==> config.mk <==
export PLATFORM = sky130hd
export DESIGN_NAME = icap_timer
export DESIGN_NICKNAME = d
export VERILOG_FILES = /design/src/rtl/icap_pkg.sv /design/src/rtl/icap_timebase.sv /design/src/rtl/icap_channel.sv /design/src/rtl/icap_timer.sv
export SDC_FILE = /design/constraint.sdc
export NUM_CORES = 1
export LEC_CHECK = 0
export CORE_ASPECT_RATIO = 0.8
export CORE_MARGIN = 5
export CORE_UTILIZATION = 50
export DETAILED_ROUTE_END_ITERATION = 16
export PLACE_DENSITY = 0.8
export SLEW_MARGIN = 5
export SYNTH_ARGS = -nofsm -noshare
export SYNTH_HDL_FRONTEND = slang
export SYNTH_SLANG_ARGS = --single-unit
==> constraint.sdc <==
create_clock -name clk -period 6.37 [get_ports clk]
set_input_delay 1.911 -clock clk [delete_from_list [all_inputs] [get_ports clk]]
set_output_delay 1.911 -clock clk [all_outputs]
set_load 0.02 [all_outputs]
==> src/rtl/icap_pkg.sv <==
package icap_pkg;

   localparam int unsigned NUM_CH = 4;

   typedef enum logic [3:0] {
      A_CTRL    = 4'd0,
      A_EVGEN   = 4'd1,
      A_PRESC   = 4'd2,
      A_RATIO   = 4'd3,
      A_TOP     = 4'd4,
      A_COUNT   = 4'd5,
      A_IEN     = 4'd6,
      A_STAT    = 4'd7,
      A_MODE_LO = 4'd8,
      A_MODE_HI = 4'd9,
      A_CAPEN   = 4'd10,
      A_CAPT0   = 4'd11,
      A_CAPT1   = 4'd12,
      A_CAPT2   = 4'd13,
      A_CAPT3   = 4'd14
   } reg_addr_e;

   // per-channel mode byte
   typedef struct packed {
      logic [3:0] filt;   // run length - 1 needed to accept a level
      logic [1:0] psc;    // log2 of edges per capture
      logic [1:0] sel;    // 01 = pin routed to channel
   } chmode_t;

   // per-channel enable nibble
   typedef struct packed {
      logic npol;
      logic rsvd;
      logic pol;
      logic en;
   } chen_t;

   localparam logic [1:0] SEL_DIRECT = 2'b01;

endpackage

==> src/rtl/icap_timebase.sv <==
module icap_timebase #(
   parameter int unsigned CNT_W = 16,
   parameter int unsigned DIV_W = 16
) (
   input  logic             clk,
   input  logic             rst_n,
   input  logic             run,
   input  logic             use_ext,
   input  logic             ext_in,
   input  logic [DIV_W-1:0] div,
   input  logic [CNT_W-1:0] top,
   input  logic             restart,
   output logic [CNT_W-1:0] count,
   output logic             wrap
);
   localparam int unsigned SYNC_N = 3;

   logic [SYNC_N-1:0] ext_sr;
   logic [DIV_W-1:0]  phase;
   logic              ext_rise, tick, step;

   assign ext_rise = ext_sr[SYNC_N-2] & ~ext_sr[SYNC_N-1];
   assign tick     = run & (use_ext ? ext_rise : 1'b1);
   assign step     = tick & (phase >= div);
   assign wrap     = step & (count == top) & ~restart;

   always_ff @(posedge clk or negedge rst_n) begin
      if (!rst_n) begin
         ext_sr <= '0;
      end else begin
         ext_sr <= {ext_sr[SYNC_N-2:0], ext_in};
      end
   end

   always_ff @(posedge clk or negedge rst_n) begin
      if (!rst_n) begin
         phase <= '0;
         count <= '0;
      end else if (restart) begin
         phase <= '0;
         count <= '0;
      end else if (tick) begin
         if (step) begin
            phase <= '0;
            count <= (count == top) ? '0 : count + 1'b1;
         end else begin
            phase <= phase + 1'b1;
         end
      end
   end

endmodule

==> src/rtl/icap_channel.sv <==
module icap_channel
   import icap_pkg::*;
#(
   parameter int unsigned CNT_W = 16
) (
   input  logic             clk,
   input  logic             rst_n,
   input  logic             pin,
   input  chen_t            cfg,
   input  chmode_t          mode,
   input  logic [CNT_W-1:0] count,
   output logic             cap_evt,
   output logic [CNT_W-1:0] cap_val
);
   logic       s1, s2, level;
   logic [3:0] fcnt;
   logic [2:0] ecnt, elim;
   logic       change, accept, rise, fall, hit, last;

   assign change = s2 != level;
   assign accept = change & (fcnt >= mode.filt);
   assign rise   = accept & s2;
   assign fall   = accept & ~s2;

   always_comb begin
      hit = 1'b0;
      if (cfg.en && mode.sel == SEL_DIRECT) begin
         if (!cfg.pol)      hit = rise;
         else if (cfg.npol) hit = accept;
         else               hit = fall;
      end
   end

   assign elim    = 3'((4'd1 << mode.psc) - 4'd1);
   assign last    = ecnt == elim;
   assign cap_evt = hit & last;

   always_ff @(posedge clk or negedge rst_n) begin
      if (!rst_n) begin
         s1    <= 1'b0;
         s2    <= 1'b0;
         level <= 1'b0;
         fcnt  <= '0;
      end else begin
         s1 <= pin;
         s2 <= s1;
         if (accept) begin
            level <= s2;
            fcnt  <= '0;
         end else if (change) begin
            fcnt <= fcnt + 1'b1;
         end else begin
            fcnt <= '0;
         end
      end
   end

   always_ff @(posedge clk or negedge rst_n) begin
      if (!rst_n) begin
         ecnt <= '0;
      end else if (!cfg.en) begin
         ecnt <= '0;
      end else if (hit) begin
         ecnt <= last ? '0 : ecnt + 1'b1;
      end
   end

   always_ff @(posedge clk or negedge rst_n) begin
      if (!rst_n)       cap_val <= '0;
      else if (cap_evt) cap_val <= count;
   end

endmodule

==> src/rtl/icap_timer.sv <==
module icap_timer
   import icap_pkg::*;
#(
   parameter int unsigned CNT_W = 16
) (
   input  logic        clk,
   input  logic        rst_n,
   input  logic        bus_sel,
   input  logic        bus_wr,
   input  logic [3:0]  bus_addr,
   input  logic [31:0] bus_wdata,
   output logic [31:0] bus_rdata,
   input  logic        ext_clk_in,
   input  logic [3:0]  cap_in,
   output logic        irq
);
   localparam int unsigned DIV_W   = 16;
   localparam int unsigned EN_W    = NUM_CH + 1;
   localparam int unsigned OVR_LSB = 9;

   generate
      if (CNT_W != 16 && CNT_W != 32) begin : g_bad_width
         $error("icap_timer: CNT_W must be 16 or 32");
      end
   endgenerate

   logic                     run_q, ext_q;
   logic [DIV_W-1:0]         presc_q;
   logic [CNT_W-1:0]         top_q;
   logic [EN_W-1:0]          ien_q;
   logic                     upd_q;
   logic [NUM_CH-1:0]        cap_q, ovr_q;
   chmode_t [NUM_CH-1:0]     mode_q;
   logic [4*NUM_CH-1:0]      capen_q;

   logic                     wr_en, rd_en, restart, stat_wr, ratio_stop, wrap;
   logic [31:0]              ratio_m1, cnt_rd;
   logic [CNT_W-1:0]         count_w;
   logic [NUM_CH-1:0]        cap_evt, rd_clr;
   logic [CNT_W-1:0]         cap_val [NUM_CH];
   logic [31:0]              cap_rd  [NUM_CH];

   assign wr_en      = bus_sel & bus_wr;
   assign rd_en      = bus_sel & ~bus_wr;
   assign restart    = wr_en && bus_addr == A_EVGEN && bus_wdata[0];
   assign stat_wr    = wr_en && bus_addr == A_STAT;
   assign ratio_stop = wr_en && bus_addr == A_RATIO && bus_wdata == '0;
   assign ratio_m1   = bus_wdata - 32'd1;

   icap_timebase #(.CNT_W(CNT_W), .DIV_W(DIV_W)) tb_i (
      .clk     (clk),
      .rst_n   (rst_n),
      .run     (run_q),
      .use_ext (ext_q),
      .ext_in  (ext_clk_in),
      .div     (presc_q),
      .top     (top_q),
      .restart (restart),
      .count   (count_w),
      .wrap    (wrap)
   );

   generate
      for (genvar i = 0; i < NUM_CH; i++) begin : g_ch
         icap_channel #(.CNT_W(CNT_W)) ch_i (
            .clk     (clk),
            .rst_n   (rst_n),
            .pin     (cap_in[i]),
            .cfg     (chen_t'(capen_q[4*i +: 4])),
            .mode    (mode_q[i]),
            .count   (count_w),
            .cap_evt (cap_evt[i]),
            .cap_val (cap_val[i])
         );
         assign rd_clr[i] = rd_en && bus_addr == 4'(A_CAPT0 + i);
         if (CNT_W == 32) begin : g_wide
            assign cap_rd[i] = 32'(cap_val[i]);
         end else begin : g_narrow
            assign cap_rd[i] = {{(32-CNT_W){1'b0}}, cap_val[i]};
         end
      end
      if (CNT_W == 32) begin : g_cnt_wide
         assign cnt_rd = 32'(count_w);
      end else begin : g_cnt_narrow
         assign cnt_rd = {{(32-CNT_W){1'b0}}, count_w};
      end
   endgenerate

   // configuration registers
   always_ff @(posedge clk or negedge rst_n) begin
      if (!rst_n) begin
         run_q   <= 1'b0;
         ext_q   <= 1'b0;
         presc_q <= '0;
         top_q   <= '1;
         ien_q   <= '0;
         mode_q  <= '0;
         capen_q <= '0;
      end else if (wr_en) begin
         case (bus_addr)
            A_CTRL: begin
               run_q <= bus_wdata[0];
               ext_q <= bus_wdata[1];
            end
            A_PRESC: presc_q <= bus_wdata[DIV_W-1:0];
            A_RATIO: begin
               if (bus_wdata == '0)        run_q   <= 1'b0;
               else if (ratio_m1 > 32'hFFFF) presc_q <= '1;
               else                        presc_q <= ratio_m1[DIV_W-1:0];
            end
            A_TOP:     top_q   <= bus_wdata[CNT_W-1:0];
            A_IEN:     ien_q   <= bus_wdata[EN_W-1:0];
            A_MODE_LO: mode_q[1:0] <= bus_wdata[15:0];
            A_MODE_HI: mode_q[3:2] <= bus_wdata[15:0];
            A_CAPEN:   capen_q <= bus_wdata[4*NUM_CH-1:0];
            default: ;
         endcase
      end
   end

   // status flags: a new event wins over a same-cycle clear
   always_ff @(posedge clk or negedge rst_n) begin
      if (!rst_n) begin
         upd_q <= 1'b0;
         cap_q <= '0;
         ovr_q <= '0;
      end else begin
         upd_q <= wrap | (upd_q & (~stat_wr | bus_wdata[0]));
         for (int i = 0; i < NUM_CH; i++) begin
            cap_q[i] <= cap_evt[i] |
                        (cap_q[i] & (~stat_wr | bus_wdata[1+i]) & ~rd_clr[i]);
            ovr_q[i] <= (cap_evt[i] & cap_q[i]) |
                        (ovr_q[i] & (~stat_wr | bus_wdata[OVR_LSB+i]));
         end
      end
   end

   assign irq = |({cap_q, upd_q} & ien_q);

   always_comb begin
      bus_rdata = '0;
      case (bus_addr)
         A_CTRL:    bus_rdata = {30'd0, ext_q, run_q};
         A_PRESC:   bus_rdata = 32'(presc_q);
         A_TOP:     bus_rdata = 32'(top_q);
         A_COUNT:   bus_rdata = cnt_rd;
         A_IEN:     bus_rdata = 32'(ien_q);
         A_STAT:    bus_rdata = 32'({ovr_q, 4'd0, cap_q, upd_q});
         A_MODE_LO: bus_rdata = {16'd0, mode_q[1:0]};
         A_MODE_HI: bus_rdata = {16'd0, mode_q[3:2]};
         A_CAPEN:   bus_rdata = 32'(capen_q);
         A_CAPT0:   bus_rdata = cap_rd[0];
         A_CAPT1:   bus_rdata = cap_rd[1];
         A_CAPT2:   bus_rdata = cap_rd[2];
         A_CAPT3:   bus_rdata = cap_rd[3];
         default:   bus_rdata = '0;
      endcase
   end

endmodule

==> After elaboration in Yosys (flattened, before gate mapping) <==
Index checks and enable logic that the tools add are counted.
{ "classes": {"n_addsub": 15, "magnitude_cmp": 6, "n_eq_ne": 33, "shifts": 4, "muxes": 46, "bitwise_logic": 71, "reduce_logical": 27} }
{ "ops": {"columns": ["op", "n"], "rows": [
  ["16-bit case mux with 13 select lines", 1],
  ["16-bit two-way mux", 9],
  ["1-bit AND", 40],
  ["3-bit two-way mux", 12],
  ["16-bit by 1-bit adder with 16-bit output, second input constant", 2],
  ["32-bit by 16-bit greater-than comparator with 1-bit output, second input constant", 1],
  ["32-bit logical NOT", 1],
  ["4-bit two-way mux", 8],
  ["16-bit case mux with 2 select lines", 1],
  ["32-bit by 1-bit subtractor with 32-bit output, second input constant", 1],
  ["4-bit == test, second input constant", 7],
  ["1-bit bitwise OR", 18],
  ["4-bit by 1-bit adder with 4-bit output, second input constant", 4],
  ["16-bit == test", 1],
  ["4-bit by 3-bit == test with 1-bit output, second input constant", 4],
  ["16-bit greater-or-equal comparator", 1],
  ["4-bit greater-or-equal comparator", 4],
  ["1-bit two-way mux", 14],
  ["2-bit AND reduction", 7],
  ["3-bit by 1-bit adder with 3-bit output, second input constant", 4],
  ["3-bit == test", 4],
  ["1-bit inverter", 12],
  ["1-bit by 2-bit left shift with 3-bit output, first input constant", 4],
  ["3-bit by 1-bit subtractor with 3-bit output, second input constant", 4],
  ["other kinds (13)", 38]
]} }
{ "totals": {"register_bits": 235, "input_bits": 45, "out_inout_bits": 33} }

==> Longest topological paths before layout <==
{ "logic_depth": {"depth_word": 9, "ltp_mapped": 11, "mapped_depth_nobuf": 9} }

==> Modules after synthesis <==
A second synthesis with hierarchy kept.
{ "unflattened": {"hier_cells": 1236, "area_unflattened_um2": 13545.5} }
{ "by_module_without_submodules": {"columns": ["module", "n_inst", "cells_per_inst", "area_per_inst_um2", "seq_area_each_um2"], "rows": [
  ["icap_timer", 1, 568, 5781.8, 2422.3],
  ["icap_channel", 4, 92, 1283.7, 650.6],
  ["icap_timebase", 1, 300, 2628.8, 875.8]
]} }

==> Worst setup path after synthesis <==
OpenSTA, ideal clock, no wires.
{ "synth_path": {"kind": "input port to output port", "start": "input port bus_addr[3]", "end": "output port bus_rdata[14]", "t_arrival_ns": 3.447, "required_ns": 4.459, "slack_ns": 1.012, "path_stages": 6, "n_path_buf": 2, "cell_sequence": "clkbuf_1 -> nand2_1 -> nor3_1 -> clkbuf_1 -> a22oi_1 -> nand4_1"} }
{ "synth_between": {"elab_chain_len": 2, "elab_cells_between_ends": 14} }
{ "synth_lines": {"columns": ["element", "line_no", "source"], "rows": [
  ["start, declared", "icap_timer.sv:10", "input logic [3:0] bus_addr,"],
  ["4-bit == test (tied with other cells)", "icap_timer.sv:142", "case (bus_addr)"],
  ["16-bit case mux with 13 select lines *", "icap_timer.sv:142", null],
  ["end, declared", "icap_timer.sv:12", "output logic [31:0] bus_rdata,"]
]} }
Every way passes the cells marked *; elsewhere a longest branch is shown, timed or not.

==> Worst setup path after layout <==
{ "layout_path": {"start": "input port bus_addr[0]", "end": "output port bus_rdata[12]"} }
Same word-level chain as after synthesis.

==> parameters.txt <==
Parameter                              Value

Synth
  Synthesized area ... 12600 µm²
  Cell with the most instances after synthesis ... sky130_fd_sc_hd__dfrtp_1
  #FFs+latches synth ... 235
  Post-Synth XOR/XNOR Area ... 3.54%
  Commonest cells in the synthesized netlist ... sky130_fd_sc_hd__dfrtp_1, sky130_fd_sc_hd__mux2_2, sky130_fd_sc_hd__nand2_1
  Average instance area after synthesis ... 10.5 µm²
  Adder-Cell Fraction of Synth Area ... 4.26%
  Biggest area contributors in the synthesized netlist ... sky130_fd_sc_hd__dfrtp_1, sky130_fd_sc_hd__mux2_2, sky130_fd_sc_hd__ha_1
  Synth Area in Compound Gates ... 14.5%
  Ys flop type ... sky130_fd_sc_hd__dfrtp_1
  Share of flip-flops with an asynchronous set or reset ... 100%
  Multiplexer share of the synthesized area ... 11.6%
  Synthesis warning total ... 0
  Mapped Cells ... 1200
  Cell type with the highest aggregate area in the netlist ... sky130_fd_sc_hd__dfrtp_1
  Count of distinct cell types in the synthesized netlist ... 72
  Portion of the post-synthesis area used by sequential elements ... 46.8%
  Number of enable-type register cells in the synthesized netlist ... 0
  Share of Yosys cell area claimed by the top area cell type ... 43.4%
  Synthesized-area fraction occupied by and/or/nand/nor cells ... 14.7%
  Dominant combinational cell family by area after synthesis ... simple AND/OR/NAND/NOR gates

Power
  Net switching power figure ... 1.40 mW
  Sequential cell fraction of total power ... 46.4%
  Clock network fraction of design power ... 34.0%
  Fraction of power consumed by combinational cells ... 19.6%
  Overall power ... 4.43 mW
  Internal power summed over all cells ... 3.03 mW
  LEAKAGE ... 6.50 nW
  Worst vdd ir ... 193 µV
  Cell Pwr Density ... 302 nW/µm²
  Switching Fraction ... 31.6%

GRT
  Sum of overflow across all layers after global routing ... 0
  Largest net degree at the start of global routing ... 129
  Wire length of the first global-routing pass ... 58.7 mm
  Initial antenna violation count ... 0
  Vias in the first global route ... 10200
  GRT Resource Usage Total ... 25.7%

Worst hold path
  Launch instance of the worst min-delay path ... g_ch[2].ch_i.s1$_DFF_PN0_
  Hold-critical path depth ... 0
  Worst Hold End ... g_ch[2].ch_i.s2$_DFF_PN0_
  Worst min-delay path class ... reg2reg

Critical path
  Cell count of the worst reg-to-reg path ... 7
  CP Class ... in2out
  Kind of capture point of the worst setup path ... output port
  Largest fanout on the critical path ... 6
  Critical path required time ... 4460 ps
  Worst reg2reg endpoint ... tb_i.count[14]$_DFFE_PN0P_
  Flop2flop setup slack ... 3610 ps
  Startpoint class of the critical path ... primary input
  Startpoint of the worst-slack reg-to-reg timing path ... tb_i.count[12]$_DFFE_PN0P_
  Worst EP arrival ... 4380 ps
  Critical path origin ... bus_addr[0]

Timing
  Final cycle utilization of the critical path ... 98.8%
  Clock period minus worst slack ... 6290 ps
  Setup WS post-layout ... 75.7 ps
  Unrepaired setup endpoints after global routing ... false
  Tightest Pin Transition ... 990 ps
  Setup Viol. Count Final ... 0
  Total Neg Setup Slack ... 0 ps
  Clk_skew ... 14.9 ps
  Final hold violation count ... 0
  Pins over their slew limit ... 0
  Slew Limit Headroom ... 34.0%
  Fmax ... 159 MHz

Detailed routing
  Wire per inst ... 23.0 µm
  Final ANT Viol Nets ... 0
  Via-per-instance ratio ... 6.34
  Post-detailed-route DRC marker count ... 0
  Number of detailed-routing iterations run before antenna repair ... 8
  Vias ... 10300
  Violation count after the first detailed-routing iteration ... 1008
  Total wirelength of the detailed-routed design ... 37.4 mm

Floorplanning
  Top Ports ... 78
  Floorplan die area ... 28500 µm²
  Effective utilization at floorplan ... 50.3%
  Cell Rows ... 52
  Std-Cell Core Area ... 25100 µm²
  Horizontal die dimension ... 188 µm
  Die boundary height ... 152 µm

CTS
  Sinks on the clock net ... 235
  CTS Root Cell ... sky130_fd_sc_hd__clkbuf_16
  Clock edge transition at the registers on the reported setup and hold paths ... 70 ps
  Count of H-tree levels built during CTS ... 1
  Insertion delay of the later-clocked pin in the worst-skew pair ... 540 ps
  Buffer levels on the longest clock path ... 3
  Number of CTS-inserted buffers ... 24
  Clock tree from TritonCTS ... yes

Final layout
  Proportion of layout cells with a drive suffix above 1 ... 21.4%
  Post-route core utilization ... 58.4%
  Layout Area Growth over Synthesis ... 16.2%
  Total number of nets in the final design ... 1370

Flow run
  Max_cap viols ... 0

Placed design
  Routability-driven placement congestion ratio ... 0.979
  Port Buf Inserts ... 61
  Setup slack at placement ... 63.0 ps
  Post-DP HPWL ... 26.9 mm

Outcome
  Status ... completed
critical path: stages:
cell	delay, ps
sky130_fd_sc_hd__clkdlybuf4s50_1	490
sky130_fd_sc_hd__nand2b_1	240
sky130_fd_sc_hd__nor2_1	140
sky130_fd_sc_hd__buf_4	190
sky130_fd_sc_hd__a22o_1	230
sky130_fd_sc_hd__a221oi_1	260
sky130_fd_sc_hd__and3_1	200
sky130_fd_sc_hd__nand2_1	120
sky130_fd_sc_hd__clkdlybuf4s50_1	590
layout make-up:
| type | count | area, µm² |
|---|---|---|
| fill | 2071 | 10400 |
| multi-input combinational | 850 | 6270 |
| sequential | 235 | 5900 |
| timing repair buffer | 120 | 1060 |
| clock buffer | 33 | 694 |
| tap | 324 | 405 |
| inverter | 51 | 191 |
| clock inverter | 11 | 141 |
| antenna | 1 | 2.50 |
metrics by stage:
step	cell area (µm²)	std cells	hold WS, ps
global placement	13800	1580	334
CTS	14700	1624	346
detailed placement	13800	1580	338
global route	14700	1624	353
finish	14700	1625	343
floorplan	12700	1215	331
power groups by stage:
stage	combinational (mW)	sequential, mW	clock, mW
after global routing	0.974	2.08	1.59
after global placement	0.822	2.06	0
after detailed placement	0.863	2.06	0
final	0.870	2.05	1.51
after floorplan	0.654	1.89	0
after CTS	0.870	2.04	1.52
cells by family (layout without fill, tap and decap cells):
logic type	Yosys count	count (layout)
compound gates	252	252
xor+xnor	51	51
fa+ha+maj	43	43
buf+inv	130	215
flops	235	235
mux	131	131
other cells	1	17
simple gates	357	357
state kept, by name, summed over array words and instances (netlist names):
register / cells
g_ch.ch_i.ecnt: 12
ovr_q: 4
g_ch.ch_i.cap_val: 64
ien_q: 5
run_q: 1
tb_i.ext_sr: 3
g_ch.ch_i.level: 4
g_ch.ch_i.s1: 4
mode_q: 32
presc_q: 16
tb_i.count: 16
cap_q: 4
top_q: 16
g_ch.ch_i.fcnt: 16
ext_q: 1
tb_i.phase: 16
upd_q: 1
g_ch.ch_i.s2: 4
capen_q: 16
layer usage:
metal  track usage, %  wire length [µm]  up-vias
li1                 -                 -     4545
met4             8.39              1370        0
met1             36.7             16000     5120
met5                0                 0        -
met2             37.5             15800      531
met3             8.12              4180      100
worst max path at each step:
stage               slack, ps       endpoint
finish                     80  bus_rdata[12]
global route                4  bus_rdata[12]
CTS                        30   bus_rdata[4]
detailed placement         60   bus_rdata[4]
global placement           90   bus_rdata[9]
floorplan                1010  bus_rdata[14]
placed cells by master, fill, tap and decap left out, types with 6 or more instances in the layout:
cell / n
sky130_fd_sc_hd__clkbuf_16: 24
sky130_fd_sc_hd__nor3_1: 23
sky130_fd_sc_hd__and3_1: 13
sky130_fd_sc_hd__conb_1: 16
sky130_fd_sc_hd__a22o_1: 22
sky130_fd_sc_hd__mux2_2: 127
sky130_fd_sc_hd__o211ai_1: 6
sky130_fd_sc_hd__xor2_1: 17
sky130_fd_sc_hd__nand4_1: 26
sky130_fd_sc_hd__ha_1: 43
sky130_fd_sc_hd__clkdlybuf4s50_1: 59
sky130_fd_sc_hd__xnor2_1: 34
sky130_fd_sc_hd__o21ai_0: 60
sky130_fd_sc_hd__a21o_1: 15
sky130_fd_sc_hd__a222oi_1: 8
sky130_fd_sc_hd__a221oi_1: 21
sky130_fd_sc_hd__nor4_1: 11
sky130_fd_sc_hd__or3_1: 8
sky130_fd_sc_hd__a21oi_1: 26
sky130_fd_sc_hd__o31ai_1: 6
sky130_fd_sc_hd__nand3_1: 31
sky130_fd_sc_hd__o211ai_2: 10
sky130_fd_sc_hd__clkinv_2: 7
sky130_fd_sc_hd__buf_4: 59
sky130_fd_sc_hd__nand2_1: 86
sky130_fd_sc_hd__a22oi_1: 40
sky130_fd_sc_hd__nor3_2: 9
sky130_fd_sc_hd__nand4b_1: 8
sky130_fd_sc_hd__dfrtp_1: 219
sky130_fd_sc_hd__nand2b_1: 20
sky130_fd_sc_hd__inv_1: 51
sky130_fd_sc_hd__dfstp_2: 16
sky130_fd_sc_hd__nor2_1: 74
sky130_fd_sc_hd__clkbuf_8: 6
sky130_fd_sc_hd__nor2b_1: 16
what timing repair did:
action | 4_1_cts | 5_1_grt
endpoints found under the setup margin | 0 | 9
hold buffers | 0 | 0
buffers inserted | 0 | 0
resized for setup | 0 | 1
(Power assumes the default switching activity.)
